$ cat src/rtl/pxu_pkg.sv
package pxu_pkg;
    localparam int WORD_W  = 32;
    localparam int PIX_W   = 24;
    localparam int BYTES   = WORD_W / 8;
    localparam int HALF_W  = WORD_W / 2;

    localparam logic [1:0] WL_16  = 2'd0;
    localparam logic [1:0] WL_24  = 2'd3;

    localparam logic [1:0] BUS_16 = 2'd0;
    localparam logic [1:0] BUS_8  = 2'd1;
    localparam logic [1:0] BUS_18 = 2'd2;
    localparam logic [1:0] BUS_24 = 2'd3;

    typedef enum logic [1:0] {
        S_EMPTY  = 2'd0,
        S_LO16   = 2'd1,
        S_HI16   = 2'd2,
        S_WORD24 = 2'd3
    } pxu_state_e;

    function automatic logic [PIX_W-1:0] bus_keep(input logic [1:0] code);
        logic [PIX_W-1:0] k;
        unique case (code)
            BUS_8:   k = PIX_W'(24'h0000FF);
            BUS_16:  k = PIX_W'(24'h00FFFF);
            BUS_18:  k = PIX_W'(24'h03FFFF);
            default: k = PIX_W'(24'hFFFFFF);
        endcase
        return k;
    endfunction
endpackage

$ cat src/rtl/pxu_cfg_check.sv
module pxu_cfg_check
    import pxu_pkg::*;
(
    input  logic [1:0] word_len,
    input  logic [1:0] bus_width,
    output logic       is16,
    output logic       narrow,
    output logic       cfg_ok
);
    logic is24;

    always_comb begin
        is16   = (word_len == WL_16);
        is24   = (word_len == WL_24);
        narrow = is16 && (bus_width == BUS_8);
        cfg_ok = is16 || (is24 && (bus_width != BUS_8));
    end
endmodule

$ cat src/rtl/pxu_fsm.sv
module pxu_fsm
    import pxu_pkg::*;
(
    input  logic              clk,
    input  logic              rst_n,
    input  logic              cfg_ok,
    input  logic              is16,
    input  logic              narrow,
    input  logic [BYTES-1:0]  byte_mask,
    input  logic              word_valid,
    input  logic [WORD_W-1:0] word_data,
    output logic              word_ready,
    input  logic              pix_req,
    output logic [WORD_W-1:0] held_word,
    output logic              sel_hi,
    output logic              byte_phase,
    output logic              have_pix
);
    pxu_state_e state, state_nx;
    logic [WORD_W-1:0] masked;
    logic advance, last, take;

    for (genvar b = 0; b < BYTES; b++) begin : g_mask
        assign masked[b*8 +: 8] = byte_mask[b] ? word_data[b*8 +: 8] : 8'h00;
    end

    always_comb begin
        have_pix   = (state != S_EMPTY);
        sel_hi     = (state == S_HI16);
        last       = (state == S_HI16) || (state == S_WORD24);
        advance    = pix_req && have_pix && (!narrow || byte_phase);
        word_ready = cfg_ok && ((state == S_EMPTY) || (last && advance));
        take       = word_ready && word_valid;
    end

    always_comb begin
        state_nx = state;
        unique case (state)
            S_EMPTY:  if (take) state_nx = is16 ? S_LO16 : S_WORD24;
            S_LO16:   if (advance) state_nx = S_HI16;
            S_HI16,
            S_WORD24: if (advance) state_nx = take ? (is16 ? S_LO16 : S_WORD24) : S_EMPTY;
        endcase
    end

    always_ff @(posedge clk) begin
        if (!rst_n) state <= S_EMPTY;
        else        state <= state_nx;
    end

    always_ff @(posedge clk) begin
        if (!rst_n) begin
            held_word  <= '0;
            byte_phase <= 1'b0;
        end else begin
            if (take) held_word <= masked;
            if (!narrow)                      byte_phase <= 1'b0;
            else if (pix_req && have_pix)     byte_phase <= ~byte_phase;
        end
    end

    assert_no_intake_on_bad_cfg_R8: assert property (@(posedge clk) disable iff (!rst_n)
        !cfg_ok |-> !word_ready);
    assert_hold_while_low_half_R9: assert property (@(posedge clk) disable iff (!rst_n)
        (state == S_LO16) |-> !word_ready);
    assert_low_then_high_R2: assert property (@(posedge clk) disable iff (!rst_n)
        (state == S_LO16 && advance) |=> (state == S_HI16));
endmodule

$ cat src/rtl/pxu_map.sv
module pxu_map
    import pxu_pkg::*;
(
    input  logic [WORD_W-1:0] held_word,
    input  logic              sel_hi,
    input  logic              is16,
    input  logic              narrow,
    input  logic              byte_phase,
    input  logic              trunc18,
    input  logic [1:0]        bus_width,
    output logic [PIX_W-1:0]  pixel
);
    logic [HALF_W-1:0] half;
    logic [PIX_W-1:0]  raw;

    always_comb begin
        half = sel_hi ? held_word[WORD_W-1:HALF_W] : held_word[HALF_W-1:0];
        if (is16) begin
            if (narrow) raw = {16'h0, (byte_phase ? half[7:0] : half[15:8])};
            else        raw = {8'h0, half};
        end else if (trunc18) begin
            raw = {6'h0, held_word[23:18], held_word[15:10], held_word[7:2]};
        end else begin
            raw = held_word[PIX_W-1:0];
        end
        pixel = raw & bus_keep(bus_width);
    end
endmodule

$ cat src/rtl/pixel_unpacker.sv
module pixel_unpacker
    import pxu_pkg::*;
(
    input  logic              clk,
    input  logic              rst_n,
    input  logic [1:0]        cfg_word_len,
    input  logic [BYTES-1:0]  cfg_byte_mask,
    input  logic              cfg_trunc18,
    input  logic [1:0]        cfg_bus_width,
    input  logic              word_valid,
    input  logic [WORD_W-1:0] word_data,
    output logic              word_ready,
    input  logic              pix_req,
    output logic [PIX_W-1:0]  pix_out,
    output logic              pix_valid,
    output logic              underflow,
    output logic              cfg_error
);
    logic is16, narrow, cfg_ok, sel_hi, byte_phase, have_pix;
    logic [WORD_W-1:0] held_word;
    logic [PIX_W-1:0]  pixel;

    pxu_cfg_check u_cfg (
        .word_len  (cfg_word_len),
        .bus_width (cfg_bus_width),
        .is16      (is16),
        .narrow    (narrow),
        .cfg_ok    (cfg_ok)
    );

    pxu_fsm u_fsm (
        .clk        (clk),
        .rst_n      (rst_n),
        .cfg_ok     (cfg_ok),
        .is16       (is16),
        .narrow     (narrow),
        .byte_mask  (cfg_byte_mask),
        .word_valid (word_valid),
        .word_data  (word_data),
        .word_ready (word_ready),
        .pix_req    (pix_req),
        .held_word  (held_word),
        .sel_hi     (sel_hi),
        .byte_phase (byte_phase),
        .have_pix   (have_pix)
    );

    pxu_map u_map (
        .held_word  (held_word),
        .sel_hi     (sel_hi),
        .is16       (is16),
        .narrow     (narrow),
        .byte_phase (byte_phase),
        .trunc18    (cfg_trunc18),
        .bus_width  (cfg_bus_width),
        .pixel      (pixel)
    );

    assign cfg_error = !cfg_ok;

    always_ff @(posedge clk) begin
        if (!rst_n) begin
            pix_out   <= '0;
            pix_valid <= 1'b0;
            underflow <= 1'b0;
        end else begin
            pix_valid <= pix_req && have_pix;
            underflow <= pix_req && !have_pix;
            if (pix_req && have_pix) pix_out <= pixel;
        end
    end

    assert_underflow_excludes_valid_R10: assert property (@(posedge clk) disable iff (!rst_n)
        underflow |-> !pix_valid);
    assert_valid_needs_request_R11: assert property (@(posedge clk) disable iff (!rst_n)
        pix_valid |-> $past(pix_req));
    assert_narrow_bus_clear_R6: assert property (@(posedge clk) disable iff (!rst_n)
        (pix_valid && $past(cfg_bus_width) == BUS_8) |-> (pix_out[PIX_W-1:8] == '0));
endmodule

$ cat config.mk
export PLATFORM = sky130hd
export DESIGN_NAME = pixel_unpacker
export DESIGN_NICKNAME = d
export VERILOG_FILES = /design/src/rtl/pxu_pkg.sv /design/src/rtl/pxu_cfg_check.sv /design/src/rtl/pxu_fsm.sv /design/src/rtl/pxu_map.sv /design/src/rtl/pixel_unpacker.sv
export SDC_FILE = /design/constraint.sdc
export NUM_CORES = 1
export LEC_CHECK = 0
export ABC_AREA = 1
export BUFFER_PORTS_ARGS = -buffer_cell sky130_fd_sc_hd__buf_4
export CAP_MARGIN = 20
export CORE_ASPECT_RATIO = 2
export CORE_MARGIN = 2
export CORE_UTILIZATION = 45
export DETAILED_ROUTE_END_ITERATION = 10
export HOLD_SLACK_MARGIN = 0.1
export PLACE_DENSITY = 0.78
export SYNTH_ARGS = -nofsm -noshare
export SYNTH_HDL_FRONTEND = slang
export SYNTH_SLANG_ARGS = --single-unit
$ cat constraint.sdc
create_clock -name clk -period 2.51 [get_ports clk]
set_input_delay 0.251 -clock clk [delete_from_list [all_inputs] [get_ports clk]]
set_output_delay 0.251 -clock clk [all_outputs]
set_load 0.05 [all_outputs]
==> results of run 1 <==
## through the flow
stage	power, uW	area, sq um	cells	hold WS (ns)	setup WS (ns)
detailed placement	1760	3620	590	0.455	0.543
global route	3060	3910	606	0.215	0.335
floorplan	1560	3060	456	0.389	0.745
global placement	1750	3620	590	0.447	0.567
finish	2920	3910	606	0.187	0.532
CTS	2930	3910	606	0.183	0.530
## area by class of cell
cell class                 count  area [sq um]
clock buffer                  16           292
fill                         648          2710
inverter                      78           293
multi-input combinational    286          1400
sequential                    61          1220
tap                           88           110
timing repair buffer          77           591
## layer usage
metal	part of all wire [%]	vias up	GRT usage [%]
li1	-	1595	-
met1	40	1318	25.6
met2	53	76	39.5
met3	3.9	19	5.21
met4	3.3	0	13.6
met5	0	-	0
## synth_stat cells
| master | instances |
|---|---|
| a21oi_1 | 67 |
| a31oi_1 | 8 |
| buf_1 | 3 |
| buf_2 | 7 |
| buf_4 | 4 |
| buf_6 | 1 |
| clkbuf_1 | 16 |
| dfxtp_1 | 61 |
| inv_1 | 75 |
| inv_2 | 3 |
| nand2_1 | 91 |
| nand2_2 | 1 |
| nand3_1 | 18 |
| nand3_2 | 1 |
| nand4_1 | 2 |
| nor2_1 | 6 |
| nor2_2 | 2 |
| nor3_1 | 24 |
| nor3_2 | 10 |
| nor4_1 | 1 |
| o211ai_1 | 8 |
| o21ai_0 | 47 |
## registers in the layout, indices dropped and copies added (netlist names)
signal	count
u_fsm.byte_phase	1
pix_out	24
u_fsm.held_word	32
pix_valid	1
underflow	1
u_fsm.state	2
## tightest hold or removal path: cells and delay by family
family                 cells  cell delay [ns]
AND/OR/NAND/NOR            1             0.05
buffers and inverters      2             0.17
## power groups by stage
stage | clock network, uW | registers [uW] | logic, uW
finish | 1180 | 1100 | 637
global route | 1240 | 1110 | 709
CTS | 1190 | 1100 | 638
detailed placement | 0 | 1120 | 634
global placement | 0 | 1120 | 624
floorplan | 0 | 1210 | 356
## logic make-up (layout without fill, tap and decap cells)
family,count (synthesis),count (layout)
buffers and inverters,109,171
and+or+nand+nor,156,156
AOI/OAI and AO/OA,130,130
DFF,61,61
## final timing paths
check | endpoint | slack, ns | cells after the start
worst max-delay path | pix_out[0] | 0.53 | 5
worst min-delay path | underflow | 0.19 | 3
worst max register to register | pix_out[0] | 0.53 | 5
worst min register to register | pix_out[8] | 0.46 | 2
==> impl_metrics.env, run 1 <==
export IMPL_final_cell_mix="91 x nand2_1, 76 x buf_4, 75 x inv_1"
export IMPL_grt_max_degree=53
export IMPL_synth_fa_ha_area_share_pct=0
export IMPL_final_core_util_pct=59.0
export IMPL_tns_ns=0
export IMPL_cts_post_setup_buffers_inserted=0
export IMPL_gp_congestion=0.914
export IMPL_antenna_found_initial=0
export IMPL_clock_sinks=61
export IMPL_crit_chain="nand2_1, o21ai_0, a21oi_1, o21ai_0, a31oi_1"
export IMPL_syn2layout_area_growth_pct=27.6
export IMPL_grt_util_all_layers_pct=22.9
export IMPL_syn_num_nets=501
export IMPL_drv_cap=0
export IMPL_peakVddDrop_uv=487
export IMPL_routed_wl_mm=8.15
export IMPL_drive_above_1_share_pct=20.7
export IMPL_cellPowerDensity_nw_per_um2=746
export IMPL_final_common_cell="nand2_1"
export IMPL_die_w_um=62.4
export IMPL_grt_first_pass_wirelength_mm=13.2
export IMPL_root_buffer="clkbuf_16"
export IMPL_hold_violations=0
export IMPL_combPwrFrac_pct=21.9
export IMPL_power_frac_clock_pct=40.3
export IMPL_crit_top_cell="o21ai_0"
export IMPL_insertedDiodeCount=0
export IMPL_synth_cell_types=22
export IMPL_yosys_area_share_simple_pct=23.6
export IMPL_dieArea_sq_um=7530
export IMPL_yosysWarnings=0
export IMPL_synth_top_family_by_area="simple AND/OR/NAND/NOR gates"
export IMPL_crit_slowest_cell="o21ai_0"
export IMPL_critPathCaptureType="flop"
export IMPL_cts_buffer_depth=2
export IMPL_p_sw_uw=872
export IMPL_status="completed"
export IMPL_vias=3008
export IMPL_core_area_sq_um=6620
export IMPL_drt_iter0_markers=180
export IMPL_vias_per_cell=4.96
export IMPL_drv_slew=0
export IMPL_tightestPinTransition_ns=0.730
export IMPL_postSynthCellCount=456
export IMPL_netSwitchingFraction_pct=29.9
export IMPL_leakage_uw=0.00179
export IMPL_grt_overflow=0
export IMPL_internal_power_uw=2050
export IMPL_placementRows=42
export IMPL_max_freq_ghz=0.506
export IMPL_drc=0
export IMPL_syn_area_sq_um=3060
export IMPL_clock_skew_final_ns=0.00348
export IMPL_synth_top_cell_by_area="dfxtp_1"
export IMPL_start_util_pct=46.3
export IMPL_layout_min_cycle_time_ns=1.98
export IMPL_synth_top_cell_area_share_pct=39.9
export IMPL_r2r_start="u_fsm.state[1]"
export IMPL_cpPeakStageDelay_ns=0.57
export IMPL_nets=558
export IMPL_rsz0062_at_grt="no"
export IMPL_holdCritStartpoint="pix_req"
export IMPL_synth_seq_area_share_pct=39.9
export IMPL_clk_pin_slew_worst_paths_ns=0.05
export IMPL_cts_resized=0
export IMPL_ys_seq_elements=61
export IMPL_finalSetupViolations=0
export IMPL_hp_class="in -> reg"
export IMPL_clk_latency_ns=0.33
export IMPL_synth_compound_area_share_pct=22.2
export IMPL_pin_count=73
export IMPL_grt_pass1_vias=2854
export IMPL_die_y_um=121
export IMPL_cp_required_ns=2.71
export IMPL_dr_pass1_iters=5
export IMPL_slew_headroom_pct=51.2
export IMPL_wire_per_inst_um=13.4
export IMPL_critPathKind="reg -> reg"
export IMPL_sequentialPowerShare_pct=37.9
export IMPL_synthTopCellsByArea="dfxtp_1 40%, nand2_1 11%, a21oi_1 11%"
export IMPL_dp_hpwl_mm=6.01
export IMPL_ant_nets=0
export IMPL_crit_family="compound AO/OA/AOI/OAI gates"
export IMPL_crit_buf_inv=0
export IMPL_port_buffers=72
export IMPL_crit_start="u_fsm.state[1]"
export IMPL_crit_arrival_ns=2.18
export IMPL_cts_htree_levels=3
export IMPL_synthesis_area_per_instance_sq_um=6.72
export IMPL_start_kind="flop"
export IMPL_synthMuxAreaShare_pct=0
export IMPL_fin_crit_sh_pct=78.8
export IMPL_cts_tree="done"
export IMPL_cts_made_buffers=9
export IMPL_crit_fanout=28
export IMPL_ctsHoldBuffers=0
export IMPL_synth_xor_area_share_pct=0
Note: power is estimated with default switching activity, not from simulation.
==> inputs of run 2 (changes only) <==
==> constraint.sdc (replaced) <==
create_clock -name clk -period 1.95 [get_ports clk]
set_input_delay 0.195 -clock clk [delete_from_list [all_inputs] [get_ports clk]]
set_output_delay 0.195 -clock clk [all_outputs]
set_load 0.05 [all_outputs]
==> impl_metrics.env, run 2 (synthesis results as in run 1) <==
export IMPL_status="completed"
export IMPL_hp_class="in -> reg"
export IMPL_rsz0062_at_grt="no"
export IMPL_grt_util_all_layers_pct=22.5
export IMPL_reg_top3="u_fsm.held_word (32), pix_out (24), u_fsm.state (2)"
export IMPL_use_met2_pct=40.6
export IMPL_clk_latency_ns=0.33
export IMPL_tightestPinTransition_ns=0.553
export IMPL_clock_skew_final_ns=0.00580
export IMPL_core_area_sq_um=6620
export IMPL_root_buffer="clkbuf_16"
export IMPL_cts_htree_levels=3
export IMPL_multi_input_area_sq_um=1400
export IMPL_grt_max_degree=53
export IMPL_crit_start="u_fsm.state[1]"
export IMPL_port_buffers=72
export IMPL_drv_cap=0
export IMPL_r2r_start="u_fsm.state[1]"
export IMPL_start_util_pct=46.3
export IMPL_routed_wl_mm=8.09
export IMPL_finalSetupViolations=0
export IMPL_start_kind="flop"
export IMPL_die_w_um=62.4
export IMPL_ant_nets=0
export IMPL_layout_min_cycle_time_ns=1.85
export IMPL_grt_first_pass_wirelength_mm=13.3
export IMPL_crit_fanout=6
export IMPL_max_freq_ghz=0.542
export IMPL_fillers=635
export IMPL_crit_arrival_ns=1.65
export IMPL_cellPowerDensity_nw_per_um2=950
export IMPL_ctsHoldBuffers=0
export IMPL_wire_per_inst_um=13.2
export IMPL_largest_register="u_fsm.held_word"
export IMPL_tns_ns=0
export IMPL_top_usage_layer="met2"
export IMPL_setup_slack_ns=0.104
export IMPL_total_power_uw=3770
export IMPL_reg2reg_depth=10
export IMPL_whs_path_depth=3
export IMPL_pin_count=73
export IMPL_antenna_found_initial=0
export IMPL_holdCritStartpoint="word_data[19]"
export IMPL_final_core_util_pct=60.0
export IMPL_slew_headroom_pct=62.8
export IMPL_vias=3063
export IMPL_cts_buffer_depth=2
export IMPL_syn2layout_area_growth_pct=29.6
export IMPL_drv_slew=0
export IMPL_grt_use_met1_pct=25.1
export IMPL_grt_pass1_vias=2829
export IMPL_cts_post_setup_buffers_inserted=0
export IMPL_cts_made_buffers=9
export IMPL_dieArea_sq_um=7530
export IMPL_final_cell_mix="91 x nand2_1, 79 x buf_4, 75 x inv_1"
export IMPL_largest_reg_flops=32
export IMPL_cts_tree="done"
export IMPL_drc=0
export IMPL_place_ws_ns=0.277
export IMPL_grt_overflow=0
export IMPL_nets=563
export IMPL_hold_violations=0
export IMPL_final_seq_area_sq_um=1220
export IMPL_dp_hpwl_mm=6.06
export IMPL_clk_pin_slew_worst_paths_ns=0.05
export IMPL_cp_required_ns=1.75
export IMPL_fin_crit_sh_pct=94.6
export IMPL_gp_congestion=0.954
export IMPL_stdcell_area_sq_um=3970
export IMPL_dr_pass1_iters=5
export IMPL_clock_sinks=61
export IMPL_use_met3_pct=3.81
export IMPL_drt_iter0_markers=203
export IMPL_placementRows=42
export IMPL_critPathKind="reg -> out"
export IMPL_dpl_instance_area_sq_um=3680
export IMPL_leakage_uw=0.00182
export IMPL_vias_per_cell=5.01
export IMPL_die_y_um=121
export IMPL_cts_resized=0
export IMPL_insertedDiodeCount=0
export IMPL_peakVddDrop_uv=592
export IMPL_drive_above_1_share_pct=21.4
export IMPL_final_common_cell="nand2_1"
export IMPL_critPathCaptureType="output pin"
## run 2: area by class of cell
class,instances,share of cell area (%)
multi-input cells,286,35.3
flip-flops and latches,61,30.7
repair buffers,82,16.4
inverters,78,7.37
clock buffers,16,7.34
well taps,88,2.77
## run 2: power breakdown
| group | internal (uW) | total [uW] | leakage (uW) | switching, uW |
|---|---|---|---|---|
| registers | 1350 | 1420 | 0.000498 | 67.0 |
| logic | 302 | 847 | 0.00118 | 545 |
| clock network | 998 | 1510 | 0.000143 | 510 |
| total | 2650 | 3770 | 0.00182 | 1120 |
## run 2: path summary, 6_finish.rpt
| check | end | slack [ns] |
|---|---|---|
| hold reg to reg | pix_out[11] | 0.46 |
| hold / removal | u_fsm.held_word[19] | 0.14 |
| setup / recovery | word_ready | 0.10 |
| setup reg to reg | u_fsm.held_word[26] | 0.24 |
## run 2: critical path, stage by stage (launching register included)
cell	delay [ns]
dfxtp_1	0.33
buf_4	0.15
nor2_1	0.04
nor2_1	0.21
nand2_1	0.14
nand2_2	0.10
nand2_1	0.07
nor2_1	0.09
buf_4	0.20
## run 2: layer usage
| metal | share of wire (%) | vias to the layer above |
|---|---|---|
| met5 | 0 | - |
| met2 | 54 | 80 |
| met4 | 2.7 | 0 |
| met1 | 39 | 1363 |
| li1 | - | 1604 |
| met3 | 4.3 | 16 |
## run 2: metrics by stage
step | hold slack (ns) | std cells
floorplan | 0.333 | 456
global placement | 0.446 | 595
detailed placement | 0.455 | 595
CTS | 0.138 | 611
global route | 0.151 | 611
finish | 0.139 | 611
